$ cat config.mk
export PLATFORM = sky130hd
export DESIGN_NAME = bscan_seq_top
export DESIGN_NICKNAME = d
export VERILOG_FILES = /design/src/rtl/bsq_pkg.sv /design/src/rtl/bsq_progmem.sv /design/src/rtl/bsq_clkgen.sv /design/src/rtl/bsq_core.sv /design/src/rtl/bscan_seq_top.sv
export SDC_FILE = /design/constraint.sdc
export NUM_CORES = 1
export LEC_CHECK = 0
export BUFFER_PORTS_ARGS = -buffer_cell sky130_fd_sc_hd__buf_2
export CAP_MARGIN = 10
export CORE_MARGIN = 3
export CORE_UTILIZATION = 50
export DETAILED_ROUTE_END_ITERATION = 10
export HOLD_SLACK_MARGIN = 0.05
export PLACE_DENSITY = 0.65
export SYNTH_ARGS = -nofsm -noshare
export SYNTH_HDL_FRONTEND = slang
export SYNTH_HIERARCHICAL = 1
export SYNTH_SLANG_ARGS = --single-unit
$ cat constraint.sdc
create_clock -name clk -period 8.1 [get_ports clk]
set_clock_uncertainty 0.05 [all_clocks]
set_input_delay 1.215 -clock clk [delete_from_list [all_inputs] [get_ports clk]]
set_output_delay 1.215 -clock clk [all_outputs]
set_load 0.01 [all_outputs]
$ cat src/rtl/bsq_pkg.sv
package bsq_pkg;

    localparam int OPC_W   = 4;
    localparam int ARG_W   = 12;
    localparam int INSTR_W = OPC_W + ARG_W;

    typedef enum logic [OPC_W-1:0] {
        OP_END   = 4'd0,
        OP_TMS   = 4'd1,
        OP_IDLE  = 4'd2,
        OP_LOAD  = 4'd3,
        OP_CHAIN = 4'd4,
        OP_SSET  = 4'd5,
        OP_SWAIT = 4'd6,
        OP_FLAG  = 4'd7,
        OP_JUMP  = 4'd8,
        OP_SHIFT = 4'd9
    } op_e;

    typedef enum logic [2:0] {
        ST_IDLE  = 3'd0,
        ST_RUN   = 3'd1,
        ST_CLK   = 3'd2,
        ST_SHIFT = 3'd3,
        ST_HALT  = 3'd4
    } st_e;

endpackage

$ cat src/rtl/bsq_progmem.sv
module bsq_progmem #(
    parameter int ADDR_W = 6,
    parameter int DATA_W = 16
) (
    input  logic              clk,
    input  logic              we,
    input  logic [ADDR_W-1:0] waddr,
    input  logic [DATA_W-1:0] wdata,
    input  logic [ADDR_W-1:0] raddr,
    output logic [DATA_W-1:0] rdata
);
    localparam int DEPTH = 1 << ADDR_W;

    logic [DATA_W-1:0] mem_q [DEPTH];

    always_ff @(posedge clk) begin
        if (we) begin
            mem_q[waddr] <= wdata;
        end
    end

    // Combinational read: one instruction is decoded per clock.
    assign rdata = mem_q[raddr];

endmodule

$ cat src/rtl/bsq_clkgen.sv
module bsq_clkgen #(
    parameter int CNT_W = 12
) (
    input  logic             clk,
    input  logic             rst_n,
    input  logic             go,
    input  logic [CNT_W-1:0] go_cnt,
    input  logic             go_tms,
    output logic             tck,
    output logic             tms,
    output logic             fin
);
    typedef struct packed {
        logic             active;
        logic             tck;
        logic             tms;
        logic [CNT_W-1:0] rem;
    } cg_t;

    cg_t q, n;

    always_comb begin
        n   = q;
        fin = q.active && q.tck && (q.rem == CNT_W'(1));
        if (go) begin
            n.active = 1'b1;
            n.rem    = go_cnt;
            n.tms    = go_tms;
        end else if (q.active) begin
            if (!q.tck) begin
                n.tck = 1'b1;
            end else begin
                n.tck = 1'b0;
                n.rem = q.rem - CNT_W'(1);
                if (q.rem == CNT_W'(1)) begin
                    n.active = 1'b0;
                end
            end
        end
    end

    always_ff @(posedge clk) begin
        if (!rst_n) begin
            q <= '0;
        end else begin
            q <= n;
        end
    end

    assign tck = q.tck;
    assign tms = q.tms;

    // the high phase of TCK lasts exactly one system clock.
    a_r11_tck_half_rate: assert property (@(posedge clk) disable iff (!rst_n)
        q.tck |=> !q.tck);

    // TMS may only move while TCK is low.
    a_r11_tms_on_low: assert property (@(posedge clk) disable iff (!rst_n)
        !$stable(q.tms) |-> !$past(q.tck));

    // a new burst is never requested while one is running, and never with zero length.
    a_r2_no_overlap: assert property (@(posedge clk) disable iff (!rst_n)
        go |-> (!q.active && go_cnt != '0));

endmodule

$ cat src/rtl/bsq_core.sv
module bsq_core
    import bsq_pkg::*;
#(
    parameter int ADDR_W  = 6,
    parameter int CNT_W   = 12,
    parameter int CHAIN_W = 3,
    parameter int FLAG_W  = 2
) (
    input  logic                  clk,
    input  logic                  rst_n,
    input  logic                  start,
    input  logic [INSTR_W-1:0]    instr,
    output logic [ADDR_W-1:0]     pc,
    input  logic                  sync_in,
    input  logic                  shift_done,
    input  logic                  shift_fail,
    input  logic                  clk_fin,
    output logic                  go,
    output logic [CNT_W-1:0]      go_cnt,
    output logic                  go_tms,
    output logic [CHAIN_W-1:0]    chain_sel,
    output logic                  sync_out,
    output logic                  shift_start,
    output logic [(1<<FLAG_W)-1:0] err_flags,
    output logic                  busy,
    output logic                  done,
    output logic                  illegal
);
    localparam int NFLAG = 1 << FLAG_W;

    typedef struct packed {
        st_e                state;
        logic [ADDR_W-1:0]  pc;
        logic [CNT_W-1:0]   cnt;
        logic [CHAIN_W-1:0] chain;
        logic [FLAG_W-1:0]  fsel;
        logic [NFLAG-1:0]   flags;
        logic               sync;
        logic               sstart;
        logic               done;
        logic               ill;
    } core_t;

    core_t q, n;

    op_e               opc;
    logic [ARG_W-1:0]  arg;
    logic [ADDR_W-1:0] pc_inc;

    assign opc    = op_e'(instr[INSTR_W-1:ARG_W]);
    assign arg    = instr[ARG_W-1:0];
    assign pc_inc = q.pc + ADDR_W'(1);

    always_comb begin
        n        = q;
        n.sstart = 1'b0;
        go       = 1'b0;
        go_cnt   = q.cnt;
        go_tms   = 1'b0;
        unique case (q.state)
            ST_IDLE, ST_HALT: begin
                if (start) begin
                    n       = core_t'('0);
                    n.state = ST_RUN;
                end
            end
            ST_RUN: begin
                case (opc)
                    OP_END: begin
                        n.done  = 1'b1;
                        n.state = ST_HALT;
                    end
                    OP_TMS: begin
                        go      = 1'b1;
                        go_cnt  = CNT_W'(1);
                        go_tms  = arg[0];
                        n.state = ST_CLK;
                    end
                    OP_IDLE: begin
                        if (q.cnt == '0) begin
                            n.pc = pc_inc;
                        end else begin
                            go      = 1'b1;
                            n.state = ST_CLK;
                        end
                    end
                    OP_LOAD: begin
                        n.cnt = arg[CNT_W-1:0];
                        n.pc  = pc_inc;
                    end
                    OP_CHAIN: begin
                        n.chain = arg[CHAIN_W-1:0];
                        n.pc    = pc_inc;
                    end
                    OP_SSET: begin
                        n.sync = arg[0];
                        n.pc   = pc_inc;
                    end
                    OP_SWAIT: begin
                        if (sync_in == arg[0]) begin
                            n.pc = pc_inc;
                        end
                    end
                    OP_FLAG: begin
                        n.fsel = arg[FLAG_W-1:0];
                        n.pc   = pc_inc;
                    end
                    OP_JUMP: begin
                        if (q.flags[q.fsel] == arg[ARG_W-1]) begin
                            n.pc = arg[ADDR_W-1:0];
                        end else begin
                            n.pc = pc_inc;
                        end
                    end
                    OP_SHIFT: begin
                        n.sstart = 1'b1;
                        n.state  = ST_SHIFT;
                    end
                    default: begin
                        n.ill   = 1'b1;
                        n.state = ST_HALT;
                    end
                endcase
            end
            ST_CLK: begin
                if (clk_fin) begin
                    n.pc    = pc_inc;
                    n.state = ST_RUN;
                end
            end
            ST_SHIFT: begin
                if (shift_done) begin
                    if (shift_fail) begin
                        n.flags[q.fsel] = 1'b1;
                    end
                    n.pc    = pc_inc;
                    n.state = ST_RUN;
                end
            end
            default: n.state = ST_IDLE;
        endcase
    end

    always_ff @(posedge clk) begin
        if (!rst_n) begin
            q <= core_t'('0);
        end else begin
            q <= n;
        end
    end

    assign pc          = q.pc;
    assign chain_sel   = q.chain;
    assign sync_out    = q.sync;
    assign shift_start = q.sstart;
    assign err_flags   = q.flags;
    assign busy        = (q.state == ST_RUN) || (q.state == ST_CLK) || (q.state == ST_SHIFT);
    assign done        = q.done;
    assign illegal     = q.ill;

    // an unmet wait keeps the program counter and state unchanged.
    a_r6_wait_stalls: assert property (@(posedge clk) disable iff (!rst_n)
        (q.state == ST_RUN && opc == OP_SWAIT && sync_in != arg[0])
        |=> ($stable(q.pc) && q.state == ST_RUN));

    // the shift request is a single-clock pulse followed by waiting.
    a_r7_start_pulse: assert property (@(posedge clk) disable iff (!rst_n)
        q.sstart |=> (!q.sstart && (q.state == ST_SHIFT || q.state == ST_RUN)));

    // flags only rise on a failing shift completion.
    a_r7_flag_source: assert property (@(posedge clk) disable iff (!rst_n)
        (q.state != ST_IDLE && q.state != ST_HALT && !(shift_done && shift_fail))
        |=> $stable(q.flags));

    // end status holds until a new start.
    a_r9_done_holds: assert property (@(posedge clk) disable iff (!rst_n)
        (q.done && !start) |=> (q.done && !busy));

    // an illegal stop never reports normal completion.
    a_r10_ill_not_done: assert property (@(posedge clk) disable iff (!rst_n)
        !(q.ill && q.done));

    // a zero-count idle run advances on the next clock.
    a_r12_zero_idle: assert property (@(posedge clk) disable iff (!rst_n)
        (q.state == ST_RUN && opc == OP_IDLE && q.cnt == '0)
        |=> (q.state == ST_RUN && q.pc == $past(pc_inc)));

endmodule

$ cat src/rtl/bscan_seq_top.sv
module bscan_seq_top
    import bsq_pkg::*;
#(
    parameter int ADDR_W  = 6,
    parameter int CNT_W   = 12,
    parameter int CHAIN_W = 3,
    parameter int FLAG_W  = 2
) (
    input  logic                   clk,
    input  logic                   rst_n,
    input  logic                   prog_we,
    input  logic [ADDR_W-1:0]      prog_addr,
    input  logic [15:0]            prog_wdata,
    input  logic                   start,
    input  logic                   sync_in,
    input  logic                   shift_done,
    input  logic                   shift_fail,
    output logic                   tck,
    output logic                   tms,
    output logic                   sync_out,
    output logic [CHAIN_W-1:0]     chain_sel,
    output logic                   shift_start,
    output logic [(1<<FLAG_W)-1:0] err_flags,
    output logic                   busy,
    output logic                   done,
    output logic                   illegal
);
    logic [INSTR_W-1:0] instr;
    logic [ADDR_W-1:0]  pc;
    logic               go;
    logic [CNT_W-1:0]   go_cnt;
    logic               go_tms;
    logic               clk_fin;

    bsq_progmem #(.ADDR_W(ADDR_W), .DATA_W(INSTR_W)) i_mem (
        .clk   (clk),
        .we    (prog_we),
        .waddr (prog_addr),
        .wdata (prog_wdata),
        .raddr (pc),
        .rdata (instr)
    );

    bsq_core #(
        .ADDR_W (ADDR_W),
        .CNT_W  (CNT_W),
        .CHAIN_W(CHAIN_W),
        .FLAG_W (FLAG_W)
    ) i_core (
        .clk        (clk),
        .rst_n      (rst_n),
        .start      (start),
        .instr      (instr),
        .pc         (pc),
        .sync_in    (sync_in),
        .shift_done (shift_done),
        .shift_fail (shift_fail),
        .clk_fin    (clk_fin),
        .go         (go),
        .go_cnt     (go_cnt),
        .go_tms     (go_tms),
        .chain_sel  (chain_sel),
        .sync_out   (sync_out),
        .shift_start(shift_start),
        .err_flags  (err_flags),
        .busy       (busy),
        .done       (done),
        .illegal    (illegal)
    );

    bsq_clkgen #(.CNT_W(CNT_W)) i_clk (
        .clk   (clk),
        .rst_n (rst_n),
        .go    (go),
        .go_cnt(go_cnt),
        .go_tms(go_tms),
        .tck   (tck),
        .tms   (tms),
        .fin   (clk_fin)
    );

endmodule

Yosys cells after proc, flatten, opt, wreduce, memory -nomap -nowiden
Memories as Yosys holds them, arrays and structs flattened. A register that Yosys moved wholly into a read port is not among the register bits.
Index checks and enable logic that the tools add are counted.
{"block": "totals", "ff_bits": 49, "mem_bits_rw": 1024, "inputBits": 29, "out_inout_bits": 14, "wordCells": 126, "n_memories": 1}
{"name": "i_mem.mem_q", "depth": 64, "word_bits": 16, "read_ports": 1, "rd_ports_with_merged_regs": 1, "wr": 1, "line_no": "bsq_progmem.sv:14", "text": "logic [DATA_W-1:0] mem_q [DEPTH];"}
{"block": "classes", "addsub": 2, "n_lt_le_gt_ge": 2, "eq_ne": 31, "mux": 46, "n_bitwise": 2, "n_reduce_logical": 28}
{"operator": "12-bit 2-to-1 mux", "count": 6}
{"operator": "6-bit case mux with 4 select lines", "count": 2}
{"operator": "34-bit 2-to-1 mux", "count": 1}
{"operator": "17-bit case mux with 2 select lines", "count": 1}
{"operator": "6-bit 2-to-1 mux", "count": 5}
{"operator": "3-bit case mux with 4 select lines", "count": 2}
{"operator": "2-bit != test, second input constant", "count": 11}
{"operator": "9-bit 2-to-1 mux", "count": 2}
{"operator": "3-bit AND reduction", "count": 6}
{"operator": "4-bit by 3-bit equality test with 1-bit output, second input constant", "count": 4}
{"operator": "1-bit 2-to-1 mux", "count": 16}
{"operator": "4-bit case mux with 2 select lines", "count": 2}
{"operator": "12-bit by 1-bit equality test with 1-bit output, second input constant", "count": 1}
{"operator": "12-bit zero test", "count": 1}
{"operator": "12-bit by 1-bit subtractor with 12-bit output, second input constant", "count": 1}
{"operator": "10-bit OR reduction", "count": 1}
{"operator": "4-bit by 2-bit equality test with 1-bit output, second input constant", "count": 2}
{"operator": "4-bit equality test, second input constant", "count": 2}
{"operator": "4-bit 2-to-1 mux", "count": 2}
{"operator": "2-bit nonzero test", "count": 4}
{"operator": "7-bit AND reduction", "count": 1}
{"operator": "6-bit by 1-bit adder with 6-bit output, second input constant", "count": 1}
{"operator": "3-bit by 2-bit equality test with 1-bit output, second input constant", "count": 2}
{"operator": "3-bit 2-to-1 mux", "count": 2}
{"operator": "other kinds (26)", "count": 33}

Logic depth before layout (Yosys ltp)
Gate-level depths: netlist of the first run.
{"block": "logic_depth", "ltp_word": 8, "depth_mapped": 22, "mapped_depth_nobuf": 12}

By module
Netlist of the first run, hierarchy kept.
{"mod": "bsq_progmem", "n_inst": 1, "cells_each": 1813, "area_each_um2": 39721.8, "seq_area_each_um2": 30749.5}
{"mod": "bsq_core", "n_inst": 1, "cells_each": 249, "area_each_um2": 1971.9, "seq_area_each_um2": 680.7}
{"mod": "bsq_clkgen", "n_inst": 1, "cells_each": 106, "area_each_um2": 889.6, "seq_area_each_um2": 300.3}

Least setup slack after synthesis of the first run
No wires, ideal clock.
{"block": "synth_timing", "path_type": "register -> register", "from": "register, netlist name i_core/pc[2]", "to": "register i_core.q (netlist bit i_core/pc[1])", "setup_ns": 0.088, "arrival_time_ns": 3.689, "required_ns": 7.962, "path_slack_ns": 4.272, "path_stages_with_launch": 15, "path_buffers": 4, "period_less_slack_ns": 3.828, "cell_sequence": "dfxtp_1 -> buf_4 -> buf_2 -> clkbuf_1 -> mux4_2 -> mux2i_1 -> a22oi_1 -> a31oi_1 -> a311oi_1 -> or4b_1 -> or3_1 -> and2_4 -> buf_6 -> mux2_4 -> a311oi_2"}
{"item": "end signal, assigned", "line_no": "bsq_core.sv:146", "text": "q <= core_t'('0);"}
{"item": "end signal, assigned", "line_no": "bsq_core.sv:148", "text": "q <= n;"}
{"item": "end, declared", "line_no": "bsq_core.sv:44", "text": "core_t q, n;"}

==> results of run 1 <==
report_power, final:
group	switching, mW	total, mW	leakage [nW]	internal [mW]
sequential	0.175	6.34	9.61	6.16
combinational	1.72	3.00	3.34	1.28
clock	1.98	4.68	1.59	2.71
final cells by class:
| cell class | count | area, sq um |
|---|---|---|
| diodes | 2 | 5.00 |
| clock buffers | 138 | 2840 |
| clock inverters | 50 | 450 |
| fillers | 6168 | 36600 |
| inverters | 12 | 45.0 |
| multi-input cells | 948 | 9950 |
| flip-flops and latches | 1073 | 31700 |
| well taps | 1134 | 1420 |
| repair buffers | 129 | 913 |
worst min-delay path, delay by kind of cell, from the launching register on:
| family | cells | cell delay (ps) |
|---|---|---|
| flops | 1 | 320 |
| simple gates | 1 | 50 |
| compound gates | 1 | 50 |
registers in the layout (all words and copies together) (netlist names), 3 cells and up:
name              flops
i_clk/q              13
i_core/chain_sel      3
i_core/err_flags      4
i_core/pc             6
i_core/q             17
i_mem/mem_q        1024
cell families after synthesis:
group	Yosys count	synth area share, %
flip-flops	1073	74.5
AND/OR/NAND/NOR	375	4.46
multiplexers	345	14.9
AO/OA/AOI/OAI	218	3.70
buffers and inverters	147	2.23
XOR/XNOR	7	0.144
adder cells (fa/ha/maj)	3	0.0882
routing by layer:
| metal | vias to the layer above | global-route usage (%) | routed length (um) |
|---|---|---|---|
| li1 | 9104 | - | - |
| met1 | 11200 | 31.9 | 40300 |
| met2 | 890 | 36.0 | 48100 |
| met3 | 158 | 3.52 | 7110 |
| met4 | 0 | 7.55 | 3000 |
| met5 | - | 0 | 0 |
placed cells by master (no fill, tap or decap), types with 22 or more instances in the layout:
| master | n |
|---|---|
| sky130_fd_sc_hd__a22oi_1 | 39 |
| sky130_fd_sc_hd__o21ai_0 | 24 |
| sky130_fd_sc_hd__a21oi_1 | 35 |
| sky130_fd_sc_hd__nand3_1 | 31 |
| sky130_fd_sc_hd__buf_2 | 42 |
| sky130_fd_sc_hd__clkbuf_16 | 109 |
| sky130_fd_sc_hd__clkbuf_1 | 29 |
| sky130_fd_sc_hd__buf_4 | 83 |
| sky130_fd_sc_hd__nand2_1 | 87 |
| sky130_fd_sc_hd__mux2_2 | 30 |
| sky130_fd_sc_hd__clkinv_1 | 22 |
| sky130_fd_sc_hd__nor2_1 | 104 |
| sky130_fd_sc_hd__edfxtp_1 | 1024 |
| sky130_fd_sc_hd__dfxtp_1 | 45 |
| sky130_fd_sc_hd__mux4_2 | 221 |
| sky130_fd_sc_hd__nor2b_1 | 40 |
| sky130_fd_sc_hd__mux2i_1 | 89 |
stage by stage:
step / std cells / util, %
after floorplan: 2168 / -
after global placement: 3296 / 52.5
after detailed placement: 3296 / 52.5
after CTS: 3484 / 56.4
after global routing: 3484 / 56.4
final: 3486 / 56.4
worst min-delay path by stage:
stage	start	endpoint	slack, ps
4_1_cts	i_core/q[13]$_SDFFE_PN0P_	i_core/q[13]$_SDFFE_PN0P_	430
6_report	i_core/q[13]$_SDFFE_PN0P_	i_core/q[13]$_SDFFE_PN0P_	430
3_5_place_dp	i_core/q[13]$_SDFFE_PN0P_	i_core/q[13]$_SDFFE_PN0P_	420
3_3_place_gp	i_core/q[13]$_SDFFE_PN0P_	i_core/q[13]$_SDFFE_PN0P_	410
2_1_floorplan	i_core/q[13]$_SDFFE_PN0P_	i_core/q[13]$_SDFFE_PN0P_	390
5_1_grt	i_core/done$_SDFFE_PN0P_	i_core/done$_SDFFE_PN0P_	480
==> reports/results.ini, run 1 <==
[run_status]
run_status=finished, final reports clean

[final_layout]
share_of_final_layout_standard_cells_stronger_than_drive_strength_1_pct=23.5
area_growth_syn_to_layout_pct=11.2
final_design_area_no_fill_sq_um=47400
nets=2303

[cts]
numClockSinks=1073
cts.htree.levels=3
cts_repair_resize_count=0
quantity_of_hold_fixing_buffers_added_after_cts=0
worstSkewPairLatency_ps=660
cts.root.buffer_cell=sky130_fd_sc_hd__clkbuf_16
post_cts.repair.setup_buffers=0
cts.reportedPaths.clkPinSlew_ps=60
tritoncts.num_buffers=107
ctsLongestPathBuffers=3
tritoncts_clock_tree=yes

[sta]
final_hold_viol_count=0
rsz0062_at_grt=false
layout_worst_path_cycle_share_pct=65.1
achievable-frequency_ghz=0.190
slew_headroom_pct=12.0
fin_ws_ps=2830
timing_max_transition_violations_final=0
hold_ws_ps=426
timing.setup.tns_ps=0
timing_worst_slew_pin_value_ps=1320
finalSetupViolations=0
period_minus_slack_ps=5270

[pwr]
vdd_drop_max_mv=0.223
report.power.total_mw=14.0
power.leakage_nw=14.5
power_density_nw_per_um2=296

[critical_path]
crit_path_capture_type=register
worstReg2RegEnd=i_clk/q[11]$_SDFFE_PN0P_
worst-endpoint-arrival_ps=5770
crit_slowest_cell=sky130_fd_sc_hd__a311oi_1
top_family_by_delay_on_critical_path=compound AO/OA/AOI/OAI gates
worstPathBufferInverterCount=2
setup.worst_path.class=register to register
reg2reg_from=i_core/pc[0]$_SDFFE_PN0P_
critPathLaunchType=register
worstPathCellList=buf_4 > mux4_2 > mux2i_1 > a22oi_1 > a31oi_1 > a311oi_1 > nor2_1 > nand2_1 > nand2_1 > inv_1 > o21ai_0 > a311oi_1
depth_of_the_worst_register_to_register_path=12
setup.worst_path.end=i_clk/q[11]$_SDFFE_PN0P_
timing.critical_path.fanout_max=38
worst-path-stages=12
critPathLaunch=i_core/pc[0]$_SDFFE_PN0P_
crit_path_max_incr_delay_ps=900
r2r_slack_ps=2830
worst_ep_required_time_ps=8600

[synth]
synth_area_sq_um=42600
synthMostInstantiatedCell=sky130_fd_sc_hd__edfxtp_1
post-synth-top-area-cell=sky130_fd_sc_hd__edfxtp_1
postSynth.asyncResetShare_pct=0
mappedNetlistNets=2200
synth.yosys.seq_area_share_pct=74.5
synth-edff-count=1024
post_synth_inst_count=2168
yosysTopAreaCellShare_pct=72.2
syn_avg_cell_area_sq_um=19.6
synth_cell_type_count=80
ys_ff_latch=1073
synth.cells.most_frequent=sky130_fd_sc_hd__edfxtp_1 (1024), sky130_fd_sc_hd__mux4_2 (221), sky130_fd_sc_hd__nor2_1 (112)
yosysWarnings=6
synthFlopType=sky130_fd_sc_hd__edfxtp_1
post_synth_main_area_contributors=sky130_fd_sc_hd__edfxtp_1 (72%), sky130_fd_sc_hd__mux4_2 (12%), sky130_fd_sc_hd__dfxtp_1 (2.3%)

[detailed_routing]
drt_iter0_drc=2150
average_vias_per_placed_instance=6.13
drt_wl_total_mm=98.5
post-route-drc-count=0
drtAntennaViolNets=0
avgRoutedWirePerCell_um=28.2
vias=21400
firstDrtPassIters=6

[die]
fp.dieW_um=298
design.core.area_sq_um=84000
initial_utilization_pct=50.7
ios=43
core.rowCount=106
fp.dieArea_sq_um=88700
dieHeight_um=298

[job]
maxCapViolations=0

[placement]
placement_stage_cell_area_sq_um=44100
dp.final_hpwl_mm=57.9
port-buffer-count=42
placement.setup.worst_slack_ps=2940
gp_congestion=0.873

[grt]
grt_pass1_wl_mm=147
grt_overflow_total=0
first_global_vias=21600
grt_use_total_pct=22.4
grt_start_max_net_pins=91
initial_antenna_violation_count=1

[worst_hold_path]
hold_path_depth=2
holdCritPathClass=register to register

Power figures use the tool's default switching activity.
==> run 2: changes to the inputs <==
--- a/config.mk
+++ b/config.mk
@@ -5,13 +5,14 @@
 export SDC_FILE = /design/constraint.sdc
 export NUM_CORES = 1
 export LEC_CHECK = 0
+export ABC_AREA = 1
 export BUFFER_PORTS_ARGS = -buffer_cell sky130_fd_sc_hd__buf_2
 export CAP_MARGIN = 10
 export CORE_MARGIN = 3
 export CORE_UTILIZATION = 50
 export DETAILED_ROUTE_END_ITERATION = 10
 export HOLD_SLACK_MARGIN = 0.05
-export PLACE_DENSITY = 0.65
+export PLACE_DENSITY = 0.68
 export SYNTH_ARGS = -nofsm -noshare
 export SYNTH_HDL_FRONTEND = slang
 export SYNTH_HIERARCHICAL = 1
==> constraint.sdc (replaced) <==
create_clock -name clk -period 4.63 [get_ports clk]
set_clock_uncertainty 0.05 [all_clocks]
set_input_delay 0.6945 -clock clk [delete_from_list [all_inputs] [get_ports clk]]
set_output_delay 0.6945 -clock clk [all_outputs]
set_load 0.01 [all_outputs]
==> run 2 against run 1 <==
  * First-iteration DRC count is 66% higher
  * Clock-buffer cell count stayed put
  * Cell count is 51% higher
  * Via count is 41% higher
  * Routed wire length is 18% higher
  * Worst hold slack worse by 24 ps
  * Worst setup slack worse by 2300 ps
  * Maximum frequency is 29% higher
  * Largest cell class unchanged
==> reports/results.ini, run 2 <==
[detailed_routing]
drt_wl_total_mm=116  ; was 98.5 mm
avgRoutedWirePerCell_um=22.1  ; was 28.2 um
post-route-drc-count=0  ; unchanged
firstDrtPassIters=6  ; unchanged
vias=30200  ; was 21400
average_vias_per_placed_instance=5.74  ; was 6.13
drtAntennaViolNets=0  ; unchanged
drt_iter0_drc=3567  ; was 2150

[job]
maxCapViolations=0  ; unchanged

[critical_path]
crit_path_capture_type=register  ; unchanged
top_family_by_delay_on_critical_path=simple AND/OR/NAND/NOR gates  ; was compound AO/OA/AOI/OAI gates
setup.worst_path.class=register to register  ; unchanged
critPathLaunch=i_core/pc[0]$_SDFFE_PN0P_  ; unchanged
worstPathCellList=inv_16 > buf_12 > nand2_1 > nand3_1 > nand3_1 > nand2_1 > nand2_1 > nand3_1 > nand3_1 > nand2_1 > nor2_1 > nand3_1 > nor2_1 > nand2_1 > nand2_2 > inv_2 > nand2_2 > inv_1 > nor2_1 > nand2_1 > a21oi_1  ; was buf_4 > mux4_2 > mux2i_1 > a22oi_1 > a31oi_1 > a311oi_1 > nor2_1 > nand2_1 > nand2_1 > inv_1 > o21ai_0 > a311oi_1
worst-endpoint-arrival_ps=4640  ; was 5770 ps
crit_slowest_cell=sky130_fd_sc_hd__dfxtp_4  ; was sky130_fd_sc_hd__a311oi_1
worstPathBufferInverterCount=4  ; was 2
worst_path_most_repeated_cell=sky130_fd_sc_hd__nand2_1
critPathLaunchType=register  ; unchanged
crit_path_max_incr_delay_ps=650  ; was 900 ps
worst_ep_required_time_ps=5190  ; was 8600 ps
timing.critical_path.fanout_max=146  ; was 38
reg2reg_from=i_core/pc[0]$_SDFFE_PN0P_  ; unchanged

[die]
core.rowCount=109  ; was 106
ios=43  ; unchanged
design.core.area_sq_um=88600  ; was 84000 sq um
dieHeight_um=306  ; was 298 um
fp.dieW_um=306  ; was 298 um
fp.dieArea_sq_um=93400  ; was 88700 sq um
initial_utilization_pct=50.6  ; was 50.7%

[final_layout]
n_fill_cell=7295  ; was 6168
leading_cell_type_in_the_layout_fill_and_taps_excluded=sky130_fd_sc_hd__nand2_1  ; was sky130_fd_sc_hd__edfxtp_1
largestRegisters=i_mem/mem_q: 1024 flops, i_core/q: 17 flops, i_clk/q: 13 flops  ; unchanged
mostFrequentLayoutCells=sky130_fd_sc_hd__nand2_1 (1398), sky130_fd_sc_hd__edfxtp_1 (1024), sky130_fd_sc_hd__nand3_1 (912), sky130_fd_sc_hd__buf_4 (134), sky130_fd_sc_hd__nor2_1 (121)  ; was sky130_fd_sc_hd__edfxtp_1 (1024), sky130_fd_sc_hd__mux4_2 (221), sky130_fd_sc_hd__clkbuf_16 (109), sky130_fd_sc_hd__nor2_1 (104), sky130_fd_sc_hd__mux2i_1 (89)
multi_input_gate_area_sq_um=11300  ; was 9950 sq um
top_register=i_mem/mem_q  ; unchanged
area_growth_syn_to_layout_pct=10.4  ; was 11.2%
share_of_final_layout_standard_cells_stronger_than_drive_strength_1_pct=9.46  ; was 23.5%
nets=4058  ; was 2303
largest_register_ffs=1024  ; unchanged
final_design_area_no_fill_sq_um=49600  ; was 47400 sq um
seq_area_sq_um=31700  ; unchanged

[synth]
synth_xor_xnor_area_share_pct=0.156  ; was 0.144%
synth.cells.most_frequent=sky130_fd_sc_hd__nand2_1 (1399), sky130_fd_sc_hd__edfxtp_1 (1024), sky130_fd_sc_hd__nand3_1 (912)  ; was sky130_fd_sc_hd__edfxtp_1 (1024), sky130_fd_sc_hd__mux4_2 (221), sky130_fd_sc_hd__nor2_1 (112)
syn_avg_cell_area_sq_um=11.3  ; was 19.6 sq um
synthFlopType=sky130_fd_sc_hd__edfxtp_1  ; unchanged
synth_area_sq_um=44900  ; was 42600 sq um
synth.yosys.seq_area_share_pct=70.7  ; was 74.5%
postSynth.asyncResetShare_pct=0  ; unchanged
post_synth_inst_count=3976  ; was 2168
yosysTopAreaCellShare_pct=68.5  ; was 72.2%
mappedNetlistNets=4008  ; was 2200
yosys.area_share.adder_pct=0.0836  ; was 0.0881%
combinational_family_with_the_most_area_after_synthesis=simple AND/OR/NAND/NOR gates  ; was multiplexers
yosys-mux-area-fraction_pct=0  ; was 14.9%
synth_area_in_compound_gates_pct=1.01  ; was 3.70%
synth-edff-count=1024  ; unchanged
synthMostInstantiatedCell=sky130_fd_sc_hd__nand2_1  ; was sky130_fd_sc_hd__edfxtp_1
post-synth-top-area-cell=sky130_fd_sc_hd__edfxtp_1  ; unchanged
post_synth_main_area_contributors=sky130_fd_sc_hd__edfxtp_1 (69%), sky130_fd_sc_hd__nand2_1 (12%), sky130_fd_sc_hd__nand3_1 (10%)  ; was sky130_fd_sc_hd__edfxtp_1 (72%), sky130_fd_sc_hd__mux4_2 (12%), sky130_fd_sc_hd__dfxtp_1 (2.3%)
yosysWarnings=6  ; unchanged
ys_ff_latch=1073  ; unchanged
synth_cell_type_count=40  ; was 80
synth_simple_gate_area_share_pct=23.7  ; was 4.46%

[grt]
initial_antenna_violation_count=4  ; was 1
grt_start_max_net_pins=147  ; was 91
first_global_vias=28300  ; was 21600
grt_pass1_wl_mm=176  ; was 147 mm
grt_overflow_total=0  ; unchanged
grt_use_total_pct=24.7  ; was 22.4%

[worst_hold_path]
worstHoldStart=i_core/illegal$_SDFFE_PN0P_  ; was i_core/q[13]$_SDFFE_PN0P_
holdCritPathClass=register to register  ; unchanged

[sta]
hold_ws_ps=402  ; was 426 ps
rsz0062_at_grt=false  ; unchanged
timing_worst_slew_pin_value_ps=1060  ; was 1320 ps
finalSetupViolations=0  ; unchanged
timing_max_transition_violations_final=0  ; unchanged
slew_headroom_pct=29.6  ; was 12.0%
timing.setup.tns_ps=0  ; unchanged
achievable-frequency_ghz=0.245  ; was 0.190 GHz
layout_worst_path_cycle_share_pct=88.2  ; was 65.1%
period_minus_slack_ps=4080  ; was 5270 ps
fin_ws_ps=546  ; was 2830 ps
final_hold_viol_count=0  ; unchanged

[cts]
tritoncts_clock_tree=yes  ; unchanged
cts.htree.levels=3  ; unchanged
post_cts.repair.setup_buffers=0  ; unchanged
tritoncts.num_buffers=107  ; unchanged
ctsLongestPathBuffers=3  ; unchanged
cts_repair_resize_count=0  ; unchanged
cts.root.buffer_cell=sky130_fd_sc_hd__clkbuf_16  ; unchanged
cts.reportedPaths.clkPinSlew_ps=60  ; about the same
numClockSinks=1073  ; unchanged
quantity_of_hold_fixing_buffers_added_after_cts=0  ; unchanged
worstSkewPairLatency_ps=690  ; was 660 ps

[pwr]
power.share.switching_pct=34.5  ; was 27.6%
p_clk_share_pct=30.6  ; was 33.4%
power.leakage_nw=18.1  ; was 14.5 nW
internal_power_summed_over_all_cells_mw=17.5  ; was 10.2 mW
power_frac_comb_pct=28.4  ; was 21.4%
vdd_drop_max_mv=0.441  ; was 0.223 mV
power_density_nw_per_um2=539  ; was 296 nW/um^2
share_seq_of_total_power_pct=41.0  ; was 45.2%
power.net_switching_mw=9.23  ; was 3.87 mW

[run_status]
run_status=finished, final reports clean  ; unchanged

[placement]
placement.setup.worst_slack_ps=499  ; was 2940 ps
port-buffer-count=42  ; unchanged
placement_stage_cell_area_sq_um=46300  ; was 44100 sq um
dp.final_hpwl_mm=67.3  ; was 57.9 mm
gp_congestion=0.846  ; was 0.873

run 2: cells by family after synthesis:
group                    after synthesis
AND/OR/NAND/NOR                     2484
flip-flops                          1073
buffers and inverters                337
AO/OA/AOI/OAI                         71
XOR/XNOR                               8
adder cells (fa/ha/maj)                3
run 2: cell type report:
| class | instances | share of cell area [%] |
|---|---|---|
| sequential | 1073 | 64.0 |
| antenna | 2 | 0.0101 |
| inverter | 89 | 0.727 |
| timing repair buffer | 189 | 2.98 |
| clock buffer | 138 | 5.77 |
| tap | 1165 | 2.94 |
| clock inverter | 47 | 0.798 |
| multi-input combinational | 2566 | 22.7 |
run 2: final timing paths:
check	slack (ps)	cells after the start	endpoint
setup / recovery	550	21	i_clk/q[9]$_SDFFE_PN0P_
hold / removal	400	2	i_core/illegal$_SDFFE_PN0P_
setup reg to reg	550	21	i_clk/q[9]$_SDFFE_PN0P_
hold reg to reg	400	2	i_core/illegal$_SDFFE_PN0P_
run 2: per-stage QoR:
stage	power (mW)	std cells	util, %
2_1_floorplan	16.3	3976	-
3_3_place_gp	18.5	5082	52.2
3_5_place_dp	18.6	5082	52.2
4_1_cts	26.7	5267	55.9
5_1_grt	28.0	5267	55.9
6_report	26.7	5269	55.9
run 2: tightest hold or removal path: stages (launching register included):
cell and delay, ps:
sky130_fd_sc_hd__dfxtp_1 300, sky130_fd_sc_hd__inv_1 50, sky130_fd_sc_hd__a21oi_1 50
run 2: metal layers:
layer	global-route usage [%]	part of all wire (%)	vias up
met1	35.8	42	14700
met2	37.3	45	1430
li1	-	-	13900
met3	5.14	10	216
met4	8.62	3.2	4
met5	0	0.023	-
run 2: power by group through the flow:
stage	clock [mW]	sequential, mW	combinational (mW)
floorplan	0	11.1	5.24
global placement	0	11.2	7.37
detailed placement	0	11.2	7.43
CTS	8.28	11.0	7.49
global route	8.67	11.0	8.30
finish	8.17	11.0	7.59
